$ cat config.mk
export PLATFORM = sky130hd
export DESIGN_NAME = burst_sram_datapath
export DESIGN_NICKNAME = d
export VERILOG_FILES = /design/src/rtl/burst_sram_pkg.sv /design/src/rtl/sram_we_decode.sv /design/src/rtl/sram_lane_array.sv /design/src/rtl/sram_rd_pipe.sv /design/src/rtl/burst_sram_datapath.sv
export SDC_FILE = /design/constraint.sdc
export NUM_CORES = 1
export LEC_CHECK = 0
export BUFFER_PORTS_ARGS = -buffer_cell sky130_fd_sc_hd__buf_2
export CORE_ASPECT_RATIO = 1.2
export CORE_MARGIN = 2
export CORE_UTILIZATION = 57
export CTS_CLUSTER_SIZE = 24
export DETAILED_ROUTE_END_ITERATION = 12
export PLACE_DENSITY = 0.71
export RECOVER_POWER = 25
export SYNTH_ARGS = -nofsm -noshare
export SYNTH_HDL_FRONTEND = slang
export SYNTH_SLANG_ARGS = --single-unit
$ cat constraint.sdc
create_clock -name clk_i -period 1.8 [get_ports clk_i]
set_clock_uncertainty 0.15 [all_clocks]
set_input_delay 0.18 -clock clk_i [delete_from_list [all_inputs] [get_ports clk_i]]
set_output_delay 0.18 -clock clk_i [all_outputs]
set_load 0.02 [all_outputs]
$ cat src/rtl/burst_sram_pkg.sv
package burst_sram_pkg;
  typedef enum logic [1:0] {
    CYC_IDLE  = 2'd0,
    CYC_READ  = 2'd1,
    CYC_WRITE = 2'd2
  } cyc_e;
endpackage

$ cat src/rtl/sram_we_decode.sv
module sram_we_decode
  import burst_sram_pkg::*;
#(
  parameter int unsigned NLANE = 4
) (
  input  logic             sel_i,
  input  logic             gw_ni,
  input  logic             bwe_ni,
  input  logic [NLANE-1:0] bw_ni,
  output logic [NLANE-1:0] we_o,
  output cyc_e             cyc_o
);
  logic [NLANE-1:0] lane_req;

  for (genvar l = 0; l < NLANE; l++) begin : g_lane
    // global write overrides; otherwise byte enables count only under bwe
    assign lane_req[l] = !gw_ni || (!bwe_ni && !bw_ni[l]);
  end

  assign we_o = sel_i ? lane_req : '0;

  always_comb begin
    if (!sel_i)         cyc_o = CYC_IDLE;
    else if (|lane_req) cyc_o = CYC_WRITE;
    else                cyc_o = CYC_READ;
  end
endmodule

$ cat src/rtl/sram_lane_array.sv
module sram_lane_array #(
  parameter int unsigned AW    = 4,
  parameter int unsigned NLANE = 4,
  parameter int unsigned LW    = 8
) (
  input  logic                clk_i,
  input  logic                rst_ni,
  input  logic [NLANE-1:0]    we_i,
  input  logic [AW-1:0]       addr_i,
  input  logic [NLANE*LW-1:0] wdata_i,
  output logic [NLANE*LW-1:0] rdata_o
);
  localparam int unsigned DEPTH = 1 << AW;

  for (genvar l = 0; l < NLANE; l++) begin : g_lane
    logic [LW-1:0] mem_q [DEPTH];

    always_ff @(posedge clk_i) begin
      if (we_i[l]) mem_q[addr_i] <= wdata_i[l*LW +: LW];
    end

    assign rdata_o[l*LW +: LW] = mem_q[addr_i];


    lane_write_chk: assert property (@(posedge clk_i) disable iff (!rst_ni)
      we_i[l] |=> (mem_q[$past(addr_i)] == $past(wdata_i[l*LW +: LW])));
  end
endmodule

$ cat src/rtl/sram_rd_pipe.sv
module sram_rd_pipe #(
  parameter int unsigned DW = 32
) (
  input  logic          clk_i,
  input  logic          rst_ni,
  input  logic          rd_i,
  input  logic          wr_i,
  input  logic [DW-1:0] rdata_i,
  input  logic          flow_ni,
  input  logic          oe_ni,
  output logic [DW-1:0] dq_o,
  output logic          dq_oe_o
);
  logic [DW-1:0] s1_q, s2_q;
  logic          v1_q, v2_q, wr_q;
  logic          vld;

  always_ff @(posedge clk_i or negedge rst_ni) begin
    if (!rst_ni) begin
      s1_q <= '0;
      s2_q <= '0;
      v1_q <= 1'b0;
      v2_q <= 1'b0;
      wr_q <= 1'b0;
    end else begin
      v1_q <= rd_i;
      if (rd_i) s1_q <= rdata_i;
      v2_q <= v1_q;
      s2_q <= s1_q;
      wr_q <= wr_i;
    end
  end

  // flow-through taps the first register, pipelined the second
  assign dq_o    = flow_ni ? s2_q : s1_q;
  assign vld     = flow_ni ? v2_q : v1_q;
  assign dq_oe_o = vld && !wr_q && !oe_ni;


  always_comb begin
    if (oe_ni === 1'b1) oe_async_chk: assert (!dq_oe_o);
  end
endmodule

$ cat src/rtl/burst_sram_datapath.sv
module burst_sram_datapath
  import burst_sram_pkg::*;
#(
  parameter int unsigned AW    = 4,
  parameter int unsigned NLANE = 4,
  parameter int unsigned LW    = 8
) (
  input  logic                clk_i,
  input  logic                rst_ni,
  input  logic                sel_i,
  input  logic [AW-1:0]       addr_i,
  input  logic                gw_ni,
  input  logic                bwe_ni,
  input  logic [NLANE-1:0]    bw_ni,
  input  logic [NLANE*LW-1:0] wdata_i,
  input  logic                flow_ni,
  input  logic                oe_ni,
  output logic [NLANE*LW-1:0] dq_o,
  output logic                dq_oe_o
);
  localparam int unsigned DW = NLANE * LW;

  logic [NLANE-1:0] we;
  cyc_e             cyc;
  logic [DW-1:0]    arr_rdata;
  logic             rd_fire, wr_fire;

  sram_we_decode #(.NLANE(NLANE)) u_dec (
    .sel_i  (sel_i),
    .gw_ni  (gw_ni),
    .bwe_ni (bwe_ni),
    .bw_ni  (bw_ni),
    .we_o   (we),
    .cyc_o  (cyc)
  );

  assign rd_fire = (cyc == CYC_READ);
  assign wr_fire = (cyc == CYC_WRITE);

  sram_lane_array #(.AW(AW), .NLANE(NLANE), .LW(LW)) u_arr (
    .clk_i   (clk_i),
    .rst_ni  (rst_ni),
    .we_i    (we),
    .addr_i  (addr_i),
    .wdata_i (wdata_i),
    .rdata_o (arr_rdata)
  );

  sram_rd_pipe #(.DW(DW)) u_pipe (
    .clk_i   (clk_i),
    .rst_ni  (rst_ni),
    .rd_i    (rd_fire),
    .wr_i    (wr_fire),
    .rdata_i (arr_rdata),
    .flow_ni (flow_ni),
    .oe_ni   (oe_ni),
    .dq_o    (dq_o),
    .dq_oe_o (dq_oe_o)
  );


  wr_release_chk: assert property (@(posedge clk_i) disable iff (!rst_ni)
    wr_fire |=> !dq_oe_o);


  desel_flow_chk: assert property (@(posedge clk_i) disable iff (!rst_ni)
    (!sel_i && !flow_ni) |=> (flow_ni || !dq_oe_o));


  desel_pipe_chk: assert property (@(posedge clk_i) disable iff (!rst_ni)
    (!sel_i && flow_ni) ##1 (!sel_i && flow_ni) |=> (!flow_ni || !dq_oe_o));


  flow_lat_chk: assert property (@(posedge clk_i) disable iff (!rst_ni)
    (rd_fire && !flow_ni) |=> (flow_ni || oe_ni || dq_oe_o));


  pipe_lat_chk: assert property (@(posedge clk_i) disable iff (!rst_ni)
    (rd_fire && flow_ni) ##1 (!wr_fire && flow_ni) |=> (!flow_ni || oe_ni || dq_oe_o));
endmodule

==> results.yml, run 1 <==
run_status:
  status: "finished clean"
worst_setup_path:
  worstSetupPathType: "reg2out"
  start_kind: "flop"
  cp_max_fo: 2
  crit_arrival_ns: 1.42
  cp.required_ns: 1.47
  cp-end-kind: "output port"
sta:
  rsz0062_at_grt: "false"
  fin_crit_ns: 1.75
  setup_viol: 0
  slew_headroom: 0.534
  fin_crit_sh: 0.974
  whs_ns: 0.0379
  slew_violations: 0
  final_hold_viol_count: 0
  worst_pin_slew_ns: 0.698
  fin_setup_tns_ns: 0
  max_freq_ghz: 0.571
floorplanning:
  start_util: 0.577
  die_x_um: 185
  ios: 80
  die_h_um: 221
  core.rowCount: 79
  dieArea_sq_mm: 0.0407
  core-area_sq_mm: 0.0386
synthesis:
  synth_ff_type: "edfxtp_1"
  synth_top_cell_area_share: 0.689
  ys_types: 25
  synth_nets: 1104
  synth_cells: 1057
  yosys_warnings: 0
  syn_area_sq_mm: 0.0223
  yosysTopAreaCell: "edfxtp_1"
  yosys-top-cells-area: "edfxtp_1 69%, mux4_2 13%, dfrtp_1 7.5%"
  async_flop_share: 0.116
  ys_seq_area_frac: 0.764
  synth_common_cells: "512 x edfxtp_1, 128 x mux4_2, 67 x dfrtp_1, 66 x nor2_1, 62 x mux2i_1"
  ys_seq_elements: 579
  yosysMostFrequentCell: "edfxtp_1"
  avgSynthCellArea_sq_um: 21.1
  synth_edf_count: 512
finish:
  drive_gt1_frac: 0.401
  n_fill_cell: 2294
  instances_no_fill: 1881
  final_cell_area_sq_mm: 0.0274
  fin_nets: 1360
  insertedDiodeCount: 0
  area_growth_pct: 23.0
  multi_input_area_sq_mm: 0.00535
  seq_area_sq_mm: 0.0171
  fin_util: 0.710
global_routing:
  grt_pass1_vias: 11500
  grt_max_degree: 40
  antenna_found_initial: 0
  grt.total_usage: 0.239
  overflow: 0
  grt_pass1_wl_mm: 70.5
run:
  drv_cap: 0
clocking:
  path_clk_slew_ns: 0.06
  cts_buffers: 52
  clk_latency_ns: 0.56
  cts_max_path_buffers: 3
  clockRootBuffer: "clkbuf_16"
  clkSinkCount: 579
  ctsHtreeMaxLevel: 2
  cts_tree: "built"
detailed_routing:
  vias: 11000
  ant_nets: 0
  firstDrtPassIters: 7
  via_per_inst: 5.82
  wire_per_inst_um: 24.7
  drc: 0
  drt-total-wl_mm: 46.4
  drt-initial-drc-count: 804
placed_design:
  dpl.hpwl_mm: 29.1
  place.gp.congestion: 0.813
  numPortBuffers: 79
  place_area_sq_mm: 0.0254
  place_inst: 1748
pwr:
  p_leak_uw: 0.00943
  irDropWorstVdd_v: 0.000867
  pwr_density_cell_mw_per_mm2: 1030
worst_hold_path:
  hold_class: "in2reg"
## worst max-delay path: stages, from the launching register on
cell     delay, ns
dfrtp_2       0.44
mux2_4        0.30
buf_6         0.13
## sequential cells by signal (all words and copies together) (netlist names)
signal              count
u_pipe.wr_q             1
u_arr.g_lane.mem_q    512
u_pipe.s1_q            32
u_pipe.v2_q             1
u_pipe.s2_q            32
u_pipe.v1_q             1
## final cells by class
cell class	instances	area share
inverters	1	0.000137
clock buffers	65	0.0507
clock inverters	31	0.00889
well taps	526	0.0240
repair buffers	260	0.0999
flip-flops and latches	579	0.621
multi-input cells	419	0.195
## layout by cell type, fill, tap and decap left out
cell type        n
a41o_1           1
a22o_1           3
dfrtp_2          1
clkbuf_8         3
a21oi_1          3
nor3_1           1
a211o_1          3
dfrtp_1         66
nor2_4          38
mux2i_1         62
buf_4           76
clkbuf_16       53
o21ai_0         33
dlygate4sd3_1   36
nor2_1           5
edfxtp_1       512
nand2_1         37
buf_6            1
nand3_1          1
buf_12          72
nor2b_2          2
inv_1            1
mux2_2          59
a21boi_0         1
clkinv_2        14
clkinv_1        12
nor2b_4          2
bufinv_16        4
nor2b_1          3
nor2_2          23
nand2_2          5
buf_2           53
nand3_2          6
mux4_2         128
mux2_4           2
nand4_1          1
clkbuf_1        31
clkinv_4         1
## worst paths after layout
check,cells past startpoint,end,slack (ns),startpoint
max in group asynchronous,4,u_pipe.s1_q[29]$_DFFE_PN0N_,0.33,rst_ni
min,3,u_pipe.s1_q[23]$_DFFE_PN0N_,0.04,sel_i
min in group asynchronous,3,u_pipe.s1_q[6]$_DFFE_PN0N_,0.55,rst_ni
max,2,dq_o[31],0.05,u_pipe.s1_q[31]$_DFFE_PN0N_
max reg2reg,4,u_pipe.s1_q[22]$_DFFE_PN0N_,0.09,u_arr.g_lane[2].mem_q[3][6]$_DFFE_PP_
min reg2reg,0,u_pipe.v2_q$_DFF_PN0_,0.24,u_pipe.v1_q$_DFF_PN0_
## logic make-up after synthesis
family	Yosys count	share of synthesized area
AOI/OAI and AO/OA	44	0.0112
buffers and inverters	59	0.0144
and+or+nand+nor	124	0.0222
muxes	251	0.188
DFF	579	0.764
## per-stage QoR
stage | total power, uW | setup WS (ns)
after floorplan | 16800 | -0.104
after global placement | 17700 | -0.357
after detailed placement | 17800 | -0.405
after CTS | 28400 | 0.0143
after global routing | 29100 | 0.0107
final | 28200 | 0.0476
## power breakdown
group	leakage [uW]	switching [uW]	internal (uW)	total, uW
combinational	0.00317	1230	1070	2300
sequential	0.00545	190	15100	15300
clock	0.000814	4580	6040	10600
## metal layers
layer	share of wire	GRT usage	vias to the layer above
li1	-	-	4794
met1	0.41	0.325	5775
met2	0.52	0.413	317
met3	0.044	0.0286	69
met4	0.026	0.0712	0
met5	0	0	-
## timing repair
item                                    4_1_cts  5_1_grt
endpoints found under the hold margin       580        0
endpoints found under the setup margin        2        2
buffers inserted                              1        0
hold buffers                                 36        0
pin swaps                                     0        2
resized for setup                             6        0
No activity file was read; power rests on OpenSTA's default activity.
==> inputs of run 2 (changes only) <==
--- a/config.mk
+++ b/config.mk
@@ -5,6 +5,7 @@
 export SDC_FILE = /design/constraint.sdc
 export NUM_CORES = 1
 export LEC_CHECK = 0
+export ABC_AREA = 1
 export BUFFER_PORTS_ARGS = -buffer_cell sky130_fd_sc_hd__buf_2
 export CORE_ASPECT_RATIO = 1.2
 export CORE_MARGIN = 2
==> run 2 against run 1 <==
Compared with the run above:
- global-route usage rose by 3.3 points
- first-iteration DRC count rose by 76%
- final cell count rose by 62%
- critical endpoint is now dq_oe_o
- largest power group unchanged
- non-clock buffer count fell by 18
- worst setup slack got worse by 0.017 ns
- largest cell class unchanged
- clock-buffer cell count fell by 3
- sequential power barely moved
- total power rose by 5.4%
==> results.yml, run 2 <==
placed_design:
  place_area_sq_mm: 0.0254
  numPortBuffers: 79
  place.gp.congestion: 0.941
  dpl.hpwl_mm: 35.8
  place_inst: 2915
floorplanning:
  dieArea_sq_mm: 0.0432
  core-area_sq_mm: 0.0408
  die_h_um: 227
  start_util: 0.580
  ios: 80
  core.rowCount: 81
  die_x_um: 190
global_routing:
  overflow: 0
  grt_pass1_vias: 16000
  grt_pass1_wl_mm: 88.1
  grt_max_degree: 68
  antenna_found_initial: 4
  grt.total_usage: 0.271
sta:
  worst_pin_slew_ns: 1.02
  slew_headroom: 0.321
  rsz0062_at_grt: "true"
  fin_crit_sh: 0.983
  whs_ns: 0.127
  fin_crit_ns: 1.77
  slew_violations: 0
  setup_viol: 0
  final_hold_viol_count: 0
  max_freq_ghz: 0.565
worst_setup_path:
  crit_arrival_ns: 1.44
  cp.required_ns: 1.47
  critPathTopFamily: "flip-flops"
  start_kind: "flop"
  worstSetupPathType: "reg2out"
  cp_max_fo: 1
  slowest_delay_ns: 0.43
  slowest_stage: "dfrtp_1"
  crit_chain: "nor4_2 -> buf_4"
  path_buf_inv: 1
  cp-end-kind: "output port"
finish:
  area_growth_pct: 16.6
  largestRegisters: "u_arr.g_lane.mem_q: 512 flops, u_pipe.s1_q: 32 flops, u_pipe.s2_q: 32 flops"
  drive_gt1_frac: 0.109
  largest-register: "u_arr.g_lane.mem_q"
  instances_no_fill: 3049
  layout_commonest_cell: "nand2_1"
  final_cell_area_sq_mm: 0.0276
  final_cell_mix: "1336 x nand2_1, 512 x edfxtp_1, 166 x nor2_1"
  fin_nets: 2512
  n_fill_cell: 2998
  largest_reg_flops: 512
  multi_input_area_sq_mm: 0.00603
  seq_area_sq_mm: 0.0171
synthesis:
  synth_ff_type: "edfxtp_1"
  synth_top_cell_area_share: 0.650
  yosys_warnings: 0
  synth_common_cells: "1336 x nand2_1, 512 x edfxtp_1, 168 x nor2_1, 67 x dfrtp_1, 65 x nand3_1"
  synth_cells: 2279
  yosys-top-cells-area: "edfxtp_1 65%, nand2_1 21%, dfrtp_1 7.1%"
  yosysMostFrequentCell: "nand2_1"
  ys_types: 17
  avgSynthCellArea_sq_um: 10.4
  syn_area_sq_mm: 0.0237
  yosysTopAreaCell: "edfxtp_1"
  synth_edf_count: 512
  synth_nets: 2326
  ys_seq_area_frac: 0.720
  async_flop_share: 0.116
  ys_seq_elements: 579
detailed_routing:
  via_per_inst: 5.38
  vias: 16400
  drc: 0
  wire_per_inst_um: 18.9
  drt-initial-drc-count: 1419
  ant_nets: 0
  firstDrtPassIters: 5
  drt-total-wl_mm: 57.5
clocking:
  cts_tree: "built"
  cts_setup_buffers: 0
  clockRootBuffer: "clkbuf_16"
  clk_latency_ns: 0.59
  cts_buffers: 52
  cts_max_path_buffers: 3
  clkSinkCount: 579
  ctsHtreeMaxLevel: 2
  path_clk_slew_ns: 0.06
run:
  drv_cap: 0
run_status:
  status: "finished clean"
worst_hold_path:
  hold_class: "in2reg"
pwr:
  p_leak_uw: 0.0115
  irDropWorstVdd_v: 0.000675
  pwr_density_cell_mw_per_mm2: 1080
==> run 2: kinds of logic (layout without fill, tap and decap cells) <==
kind of cell | Yosys count | after routing | synth area share
simple gates | 1572 | 1572 | 0.253
buf+inv | 123 | 352 | 0.0254
flops | 579 | 579 | 0.720
compound gates | 5 | 5 | 0.00116
other cells | 0 | 2 | 0
==> run 2: cell type report <==
| cell class | count | area share |
|---|---|---|
| multi-input combinational | 1577 | 0.219 |
| inverter | 13 | 0.00204 |
| timing repair buffer | 242 | 0.0710 |
| sequential | 579 | 0.618 |
| clock inverter | 35 | 0.0155 |
| tap | 539 | 0.0244 |
| clock buffer | 62 | 0.0501 |
| antenna | 2 | 0.000181 |
==> run 2: where the power goes <==
group	switching (uW)	internal, uW
Clock	4710	6900
Sequential	356	15200
Combinational	1720	834
==> run 2: metal layers <==
metal | track usage | routed length [um] | vias up | part of all wire
met5 | 0 | 13 | - | 0.00023
li1 | - | - | 7749 | -
met2 | 0.465 | 28200 | 670 | 0.49
met3 | 0.0422 | 4630 | 124 | 0.081
met1 | 0.353 | 22600 | 7857 | 0.39
met4 | 0.104 | 2030 | 2 | 0.035
==> run 2: what timing repair did <==
action	4_1_cts	5_1_grt
hold buffers	35	0
gates resized for setup	0	2
pin swaps	1	0
endpoints found under the setup margin	1	1
hold endpoints to repair	581	0
==> run 2: worst min-delay path, delay by kind of cell <==
| kind | cells | cell delay, ns |
|---|---|---|
| buffers and inverters | 2 | 0.29 |
| and+or+nand+nor | 5 | 0.36 |
==> run 2: path summary, 6_finish.rpt <==
kind | startpoint | end | slack [ns] | depth (start not counted)
max | u_pipe.wr_q$_DFF_PN0_ | dq_oe_o | 0.03 | 2
min | addr_i[2] | u_pipe.s1_q[15]$_DFFE_PN0N_ | 0.13 | 7
min reg2reg | u_pipe.v1_q$_DFF_PN0_ | u_pipe.v2_q$_DFF_PN0_ | 0.24 | 0
min in group asynchronous | rst_ni | u_pipe.s2_q[6]$_DFF_PN0_ | 0.25 | 3
max in group asynchronous | rst_ni | u_pipe.s1_q[23]$_DFFE_PN0N_ | 0.57 | 3
max reg2reg | u_arr.g_lane[2].mem_q[15][4]$_DFFE_PP_ | u_pipe.s1_q[20]$_DFFE_PN0N_ | 0.34 | 8
==> run 2: through the flow <==
| stage | util | TNS (ns) | power [uW] | worst slack (ns) |
|---|---|---|---|---|
| after floorplan | - | -25.77 | 17100 | -0.107 |
| after global placement | 0.623 | -3.95 | 18200 | -0.0495 |
| after detailed placement | 0.623 | -3.93 | 18300 | -0.0628 |
| after CTS | 0.676 | -0.0246 | 29900 | -0.0246 |
| after global routing | 0.675 | -0.0385 | 30700 | -0.0385 |
| final | 0.675 | 0 | 29700 | 0.0305 |
